==> config.mk <==
export PLATFORM = sky130hd
export DESIGN_NAME = spi_fifo_monitor
export DESIGN_NICKNAME = d
export VERILOG_FILES = /design/src/rtl/sfm_pkg.sv /design/src/rtl/sfm_cfg_regs.sv /design/src/rtl/sfm_err_flags.sv /design/src/rtl/sfm_level_eval.sv /design/src/rtl/spi_fifo_monitor.sv
export SDC_FILE = /design/constraint.sdc
export NUM_CORES = 1
export LEC_CHECK = 0
export ABC_CLOCK_PERIOD_IN_PS = 1400
export BUFFER_PORTS_ARGS = -buffer_cell sky130_fd_sc_hd__buf_2
export CAP_MARGIN = 20
export CORE_MARGIN = 2
export CORE_UTILIZATION = 49
export CTS_CLUSTER_DIAMETER = 50
export DETAILED_ROUTE_END_ITERATION = 12
export PLACE_DENSITY_LB_ADDON = 0.15
export SKIP_CTS_REPAIR_TIMING = 1
export SLEW_MARGIN = 20
export SYNTH_ARGS = -nofsm -noshare
export SYNTH_HDL_FRONTEND = slang
export SYNTH_SLANG_ARGS = --single-unit
==> constraint.sdc <==
create_clock -name clk -period 1.4 [get_ports clk]
set_input_delay 0.14 -clock clk [delete_from_list [all_inputs] [get_ports clk]]
set_output_delay 0.14 -clock clk [all_outputs]
set_load 0.05 [all_outputs]
==> src/rtl/sfm_pkg.sv <==
package sfm_pkg;
   localparam int ADDR_W = 4;

   localparam logic [ADDR_W-1:0] A_STATUS = 4'd0;
   localparam logic [ADDR_W-1:0] A_RAW    = 4'd1;
   localparam logic [ADDR_W-1:0] A_MASK   = 4'd2;
   localparam logic [ADDR_W-1:0] A_MASKED = 4'd3;
   localparam logic [ADDR_W-1:0] A_CLEAR  = 4'd4;
   localparam logic [ADDR_W-1:0] A_TXTHR  = 4'd5;
   localparam logic [ADDR_W-1:0] A_RXTHR  = 4'd6;
   localparam logic [ADDR_W-1:0] A_DMAEN  = 4'd7;
   localparam logic [ADDR_W-1:0] A_TXDLV  = 4'd8;
   localparam logic [ADDR_W-1:0] A_RXDLV  = 4'd9;

   localparam int NUM_IRQ    = 5;
   localparam int NUM_STICKY = 3;
   localparam int CLR_W      = 4;

   // sticky flag k sits at raw bit k+1; this returns the clear-word bit for it
   function automatic int clr_bit_of(input int k);
      return (k == 0) ? 3 : k;
   endfunction
endpackage

==> src/rtl/sfm_cfg_regs.sv <==
module sfm_cfg_regs
   import sfm_pkg::*;
#(
   parameter int DEPTH  = 16,
   parameter int DATA_W = 8,
   localparam int THR_W = $clog2(DEPTH)
) (
   input  logic              clk,
   input  logic              rst_n,
   input  logic              wen,
   input  logic [ADDR_W-1:0] addr,
   input  logic [DATA_W-1:0] wdata,
   output logic [NUM_IRQ-1:0] mask,
   output logic [1:0]        dma_en,
   output logic [THR_W-1:0]  tx_thr,
   output logic [THR_W-1:0]  rx_thr,
   output logic [THR_W-1:0]  tx_dlvl,
   output logic [THR_W-1:0]  rx_dlvl,
   output logic [CLR_W-1:0]  clr_vec
);
   localparam int NUM_LIM = 4;
   localparam logic [ADDR_W-1:0] LIM_ADDR [NUM_LIM] = '{A_TXTHR, A_RXTHR, A_TXDLV, A_RXDLV};

   logic [THR_W-1:0] lim_q [NUM_LIM];
   logic             in_range;

   assign in_range = 32'(wdata) < DEPTH;

   for (genvar g = 0; g < NUM_LIM; g++) begin : g_lim
      always_ff @(posedge clk or negedge rst_n) begin
         if (!rst_n)
            lim_q[g] <= '0;
         else if (wen && addr == LIM_ADDR[g] && in_range)
            lim_q[g] <= wdata[THR_W-1:0];
      end
      AST_LIM_RANGE: assert property (@(posedge clk) disable iff (!rst_n)
         32'(lim_q[g]) < DEPTH);
      AST_LIM_REJECT: assert property (@(posedge clk) disable iff (!rst_n)
         (wen && addr == LIM_ADDR[g] && !in_range) |=> $stable(lim_q[g]));
   end

   assign tx_thr  = lim_q[0];
   assign rx_thr  = lim_q[1];
   assign tx_dlvl = lim_q[2];
   assign rx_dlvl = lim_q[3];

   always_ff @(posedge clk or negedge rst_n) begin
      if (!rst_n) begin
         mask   <= '0;
         dma_en <= '0;
      end else if (wen) begin
         if (addr == A_MASK)  mask   <= wdata[NUM_IRQ-1:0];
         if (addr == A_DMAEN) dma_en <= wdata[1:0];
      end
   end

   assign clr_vec = (wen && addr == A_CLEAR) ? wdata[CLR_W-1:0] : '0;
endmodule

==> src/rtl/sfm_err_flags.sv <==
module sfm_err_flags
   import sfm_pkg::*;
(
   input  logic                  clk,
   input  logic                  rst_n,
   input  logic [NUM_STICKY-1:0] set_vec,
   input  logic [CLR_W-1:0]      clr_vec,
   output logic [NUM_STICKY-1:0] flags
);
   for (genvar k = 0; k < NUM_STICKY; k++) begin : g_flag
      logic clr_k;
      assign clr_k = clr_vec[0] | clr_vec[clr_bit_of(k)];

      always_ff @(posedge clk or negedge rst_n) begin
         if (!rst_n)          flags[k] <= 1'b0;
         else if (set_vec[k]) flags[k] <= 1'b1;
         else if (clr_k)      flags[k] <= 1'b0;
      end

      AST_STICKY_SET: assert property (@(posedge clk) disable iff (!rst_n)
         set_vec[k] |=> flags[k]);
      AST_STICKY_HOLD: assert property (@(posedge clk) disable iff (!rst_n)
         (flags[k] && !clr_k) |=> flags[k]);
      AST_STICKY_CLEAR: assert property (@(posedge clk) disable iff (!rst_n)
         (clr_k && !set_vec[k]) |=> !flags[k]);
   end
endmodule

==> src/rtl/sfm_level_eval.sv <==
module sfm_level_eval #(
   parameter int DEPTH = 16,
   localparam int LVL_W = $clog2(DEPTH + 1),
   localparam int THR_W = $clog2(DEPTH)
) (
   input  logic [LVL_W-1:0] tx_level,
   input  logic [LVL_W-1:0] rx_level,
   input  logic [THR_W-1:0] tx_thr,
   input  logic [THR_W-1:0] rx_thr,
   input  logic [THR_W-1:0] tx_dlvl,
   input  logic [THR_W-1:0] rx_dlvl,
   input  logic [1:0]       dma_en,
   output logic             tx_low,
   output logic             rx_high,
   output logic             tx_dreq,
   output logic             rx_dreq
);
   assign tx_low  = tx_level <= LVL_W'(tx_thr);
   assign rx_high = rx_level >  LVL_W'(rx_thr);
   assign tx_dreq = dma_en[1] && (tx_level <= LVL_W'(tx_dlvl));
   assign rx_dreq = dma_en[0] && (rx_level >  LVL_W'(rx_dlvl));
endmodule

==> src/rtl/spi_fifo_monitor.sv <==
module spi_fifo_monitor
   import sfm_pkg::*;
#(
   parameter int DEPTH   = 16,
   parameter int DATA_W  = 8,
   parameter bit IRQ_REG = 1'b0,
   localparam int LVL_W  = $clog2(DEPTH + 1),
   localparam int THR_W  = $clog2(DEPTH)
) (
   input  logic              clk,
   input  logic              rst_n,
   input  logic [ADDR_W-1:0] reg_addr,
   input  logic              reg_wen,
   input  logic [DATA_W-1:0] reg_wdata,
   output logic [DATA_W-1:0] reg_rdata,
   input  logic              busy,
   input  logic [LVL_W-1:0]  tx_level,
   input  logic              tx_push,
   input  logic              tx_full,
   input  logic              tx_empty,
   input  logic [LVL_W-1:0]  rx_level,
   input  logic              rx_push,
   input  logic              rx_pop,
   input  logic              rx_full,
   input  logic              rx_empty,
   output logic              irq,
   output logic              tx_dreq,
   output logic              rx_dreq
);
   initial begin
      if (DEPTH < 2)
         $error("DEPTH must be at least 2");
      if (DATA_W < NUM_IRQ || DATA_W < THR_W)
         $error("DATA_W too narrow for the register fields");
   end

   logic [NUM_IRQ-1:0]    mask, raw, masked, status;
   logic [1:0]            dma_en;
   logic [THR_W-1:0]      tx_thr, rx_thr, tx_dlvl, rx_dlvl;
   logic [CLR_W-1:0]      clr_vec;
   logic [NUM_STICKY-1:0] set_vec, flags;
   logic                  tx_low, rx_high;

   sfm_cfg_regs #(.DEPTH(DEPTH), .DATA_W(DATA_W)) u_cfg (
      .clk(clk), .rst_n(rst_n), .wen(reg_wen), .addr(reg_addr), .wdata(reg_wdata),
      .mask(mask), .dma_en(dma_en), .tx_thr(tx_thr), .rx_thr(rx_thr),
      .tx_dlvl(tx_dlvl), .rx_dlvl(rx_dlvl), .clr_vec(clr_vec)
   );

   assign set_vec = {rx_push & rx_full, rx_pop & rx_empty, tx_push & tx_full};

   sfm_err_flags u_err (
      .clk(clk), .rst_n(rst_n), .set_vec(set_vec), .clr_vec(clr_vec), .flags(flags)
   );

   sfm_level_eval #(.DEPTH(DEPTH)) u_lvl (
      .tx_level(tx_level), .rx_level(rx_level), .tx_thr(tx_thr), .rx_thr(rx_thr),
      .tx_dlvl(tx_dlvl), .rx_dlvl(rx_dlvl), .dma_en(dma_en),
      .tx_low(tx_low), .rx_high(rx_high), .tx_dreq(tx_dreq), .rx_dreq(rx_dreq)
   );

   assign raw    = {rx_high, flags, tx_low};
   assign masked = raw & mask;
   assign status = {rx_full, rx_empty, tx_empty, tx_full, busy};

   always_comb begin
      unique case (reg_addr)
         A_STATUS: reg_rdata = DATA_W'(status);
         A_RAW:    reg_rdata = DATA_W'(raw);
         A_MASK:   reg_rdata = DATA_W'(mask);
         A_MASKED: reg_rdata = DATA_W'(masked);
         A_TXTHR:  reg_rdata = DATA_W'(tx_thr);
         A_RXTHR:  reg_rdata = DATA_W'(rx_thr);
         A_DMAEN:  reg_rdata = DATA_W'(dma_en);
         A_TXDLV:  reg_rdata = DATA_W'(tx_dlvl);
         A_RXDLV:  reg_rdata = DATA_W'(rx_dlvl);
         default:  reg_rdata = '0;
      endcase
   end

   if (IRQ_REG) begin : g_irq_reg
      always_ff @(posedge clk or negedge rst_n) begin
         if (!rst_n) irq <= 1'b0;
         else        irq <= |masked;
      end
   end else begin : g_irq_comb
      assign irq = |masked;
      AST_IRQ_QUIET: assert property (@(posedge clk) disable iff (!rst_n)
         (mask == '0) |-> !irq);
   end

   AST_TXDREQ_OFF: assert property (@(posedge clk) disable iff (!rst_n)
      !dma_en[1] |-> !tx_dreq);
   AST_RXDREQ_OFF: assert property (@(posedge clk) disable iff (!rst_n)
      !dma_en[0] |-> !rx_dreq);
endmodule

==> key figures <==
Clock tree
  – Root Driver: clkbuf_8
  – CTS tree: yes
  – H-tree depth: 1
  – Clk buf depth: 2
  – Reg clk slew, reported paths: 0.08 ns
  – Clk Latency, worst-skew pair: 0.26 ns
  – Clock sink count: 26
  – TritonCTS Buffers: 3

Yosys
  – Combinational family with the most area after synthesis: simple AND/OR/NAND/NOR gates
  – Simple-gate area share of the yosys netlist: 0.161
  – Mapped Cells: 196
  – EDFF count, synth: 0
  – Ranking of synthesized cells by area: dfrtp_1 34%, mux2_2 15%, ha_1 10%
  – Netlist cell types: 44
  – Asr flop ratio synth: 1.00
  – Post-Synth XOR/XNOR Area: 0
  – Adder-cell share of the synthesized area: 0.105
  – Mux cell area share after synthesis: 0.158
  – Ys flop type: dfrtp_1
  – Post-synthesis compound-gate area fraction: 0.158
  – Synthesized flop and latch total: 26
  – Synthesized area: ~0.0019 mm2
  – Warnings, synthesis: 0
  – Largest area contributor in the netlist: dfrtp_1
  – Share of the synthesized area in the top cell type: 0.341
  – Avg Cell Area, Syn: 9.73 um2
  – Post-synthesis sequential area ratio: 0.341

Routing
  – Drt drc: 0
  – Antenna viol nets, final: 0
  – Via/cell ratio: 5.60
  – Wire length on met3: 355 um
  – Wl on met1: 2560 um
  – Routed WL: 5570 um
  – Pre-antenna DRT Iters: 4
  – Vias: 1825
  – Iter 0 DRT Violations: 143
  – Met2 Routed Length: 2610 um
  – Top sig layer: met4
  – Drt wl/cell: ~17 um

Timing
  – Final Hold Fails: 0
  – Fin crit share: 1.49
  – Final setup margin: -0.681 ns
  – Setup TNS: -3.57 ns
  – Slew HR: 0.610
  – Setup violators final: 8
  – Tmin final: 2.08 ns
  – Clock skew: 0 ns
  – Fin. max-slew vios: 0
  – Slew @ Worst Pin: 0.585 ns
  – RSZ-0062 raised after global routing: yes
  – Hold WS: 0.105 ns
  – Maximum clock rate: ~480 MHz

Floorplan
  – Cell Rows: 22
  – Die Y: 66.4 um
  – Ports: 44
  – Die area: about 0.0044 mm2
  – Core area: 0.00369 mm2
  – DIE WIDTH: 66.4 um
  – Initial Utilization: 0.517

Cells and area
  – Antenna diode count: 0
  – Nets: ~330
  – Final core occ: 0.744
  – Layout Cells excl Fill: 326
  – Area grow syn2layout: 43.9%
  – Layout cells sized above 1: 0.540
  – Post-Layout Inst Area: 0.00274 mm2
  – Commonest cells after routing, fill and taps aside: 46 x buf_4, 32 x buf_2, 26 x dfrtp_1
  – Leading cell type in the layout, fill and taps excluded: buf_4

Power
  – Peak VDD IR: between 700 and 800 uV
  – Power Density: 779 mW/mm2
  – Combinational share of power: 0.390
  – Clock power share: 0.194
  – Power Total: around 2.1 mW
  – Register share of total power: 0.416
  – NetSw: 714 uW
  – Cell-internal power: 1.42 mW
  – Switching Share: 0.334
  – Leakage power total: 1.33 nW

Place
  – Pre-CTS WS: -0.446 ns
  – Post-placement cell count: 319
  – Count of input and output buffers: 40
  – GPL Wtd Cong: a little over 0.9
  – DP Area: 0.00247 mm2
  – Dpl hpwl: 4150 um

GRT
  – Initial antenna violation count: 0
  – Grt ovf: 0
  – Largest net degree at the start of global routing: 27
  – First-pass GRT wire length: 8670 um
  – Vias in the first global route: 1788
  – Total GRT Usage: 0.260

Outcome
  – Status: finished, violations left
  – Violated checks: negative setup slack

Hold path
  – Min-Delay Path Depth: 2
  – Beginning of the worst hold path: rx_push
  – WHS Endpoint: u_err.flags[2]
  – Worst Hold Class: in -> reg

Worst setup path
  – CP Capture Type: output pin
  – Worst R2R Path Depth: 3
  – Required @ worst endpoint: 1.26 ns
  – Type of origin of the critical path: flop
  – Crit path DAT: 1.94 ns
  – Max FO, Critical Path: 2
  – R2R setup slack: approximately 0.38 ns
  – Classification of the worst setup path: reg -> out
  – FF-to-FF End: u_cfg.rx_thr[3]
  – Launching point of the worst reg2reg path: u_cfg.rx_thr[3]

Flow run
  – MaxCap Viol Count: 0
==> area by class of cell <==
cell class,instances,area (um2)
timing repair buffer,87,617
sequential,26,651
fill,279,945
tap,48,60.1
clock buffer,3,41.3
inverter,19,71.3
multi-input combinational,143,1300
==> cell families (layout without fill, tap and decap cells) <==
logic type,after synthesis,after routing
simple gates,52,52
compound gates,45,45
mux,27,27
other cells,1,3
fa+ha+maj,16,16
buf+inv,29,109
flops,26,26
==> worst max-delay path: stages, from the launching register on <==
cell     delay [ns]
dfrtp_1        0.37
inv_1          0.05
ha_1           0.29
nand3_2        0.08
nor2_1         0.04
o32a_1         0.34
o311a_2        0.35
buf_6          0.16
==> how the worst max path moves through the flow <==
stage | slack [ns] | cells past startpoint | start | to
2_1_floorplan | -0.32 | 6 | u_cfg.rx_thr[2] | irq
3_3_place_gp | -0.42 | 7 | u_cfg.rx_thr[2] | reg_rdata[4]
3_5_place_dp | -0.45 | 7 | u_cfg.rx_thr[2] | reg_rdata[4]
4_1_cts | -0.76 | 7 | u_cfg.rx_thr[2] | reg_rdata[4]
5_1_grt | -0.75 | 7 | u_cfg.rx_thr[3] | reg_rdata[4]
6_report | -0.68 | 7 | u_cfg.rx_thr[3] | reg_rdata[4]
==> sequential cells by signal (all words and copies together) (netlist names) <==
register       flops
u_err.flags        3
u_cfg.dma_en       2
u_cfg.rx_dlvl      4
u_cfg.rx_thr       4
u_cfg.tx_thr       4
u_cfg.tx_dlvl      4
u_cfg.mask         5
==> synthesized netlist by cell type, types with 2 or more instances <==
cell / number
buf_2: 3
nor4_1: 2
a32oi_1: 3
nand4b_1: 3
nor2_1: 9
o21a_1: 3
buf_4: 6
nor3b_1: 2
nor2b_1: 4
a21oi_1: 9
nand4_1: 3
ha_1: 16
nand2_1: 9
mux2_2: 25
nand3_1: 5
inv_1: 19
a22o_1: 3
o21ai_0: 16
dfrtp_1: 26
a22oi_1: 2
mux2i_1: 2
and3_1: 4
==> power by group through the flow <==
stage / Sequential, mW / Combinational, mW / Clock [mW]
2_1_floorplan: 0.883 / 0.437 / 0
3_5_place_dp: 0.899 / 0.709 / 0
6_report: 0.889 / 0.834 / 0.414
4_1_cts: 0.884 / 0.712 / 0.427
5_1_grt: 0.901 / 0.894 / 0.449
3_3_place_gp: 0.897 / 0.697 / 0
==> layer usage <==
layer | track usage | up-vias
met5 | 0 | -
met4 | 0.0689 | 0
met3 | 0.0256 | 4
met2 | 0.395 | 69
met1 | 0.393 | 862
li1 | - | 890
Note: power is estimated with default switching activity, not from simulation.
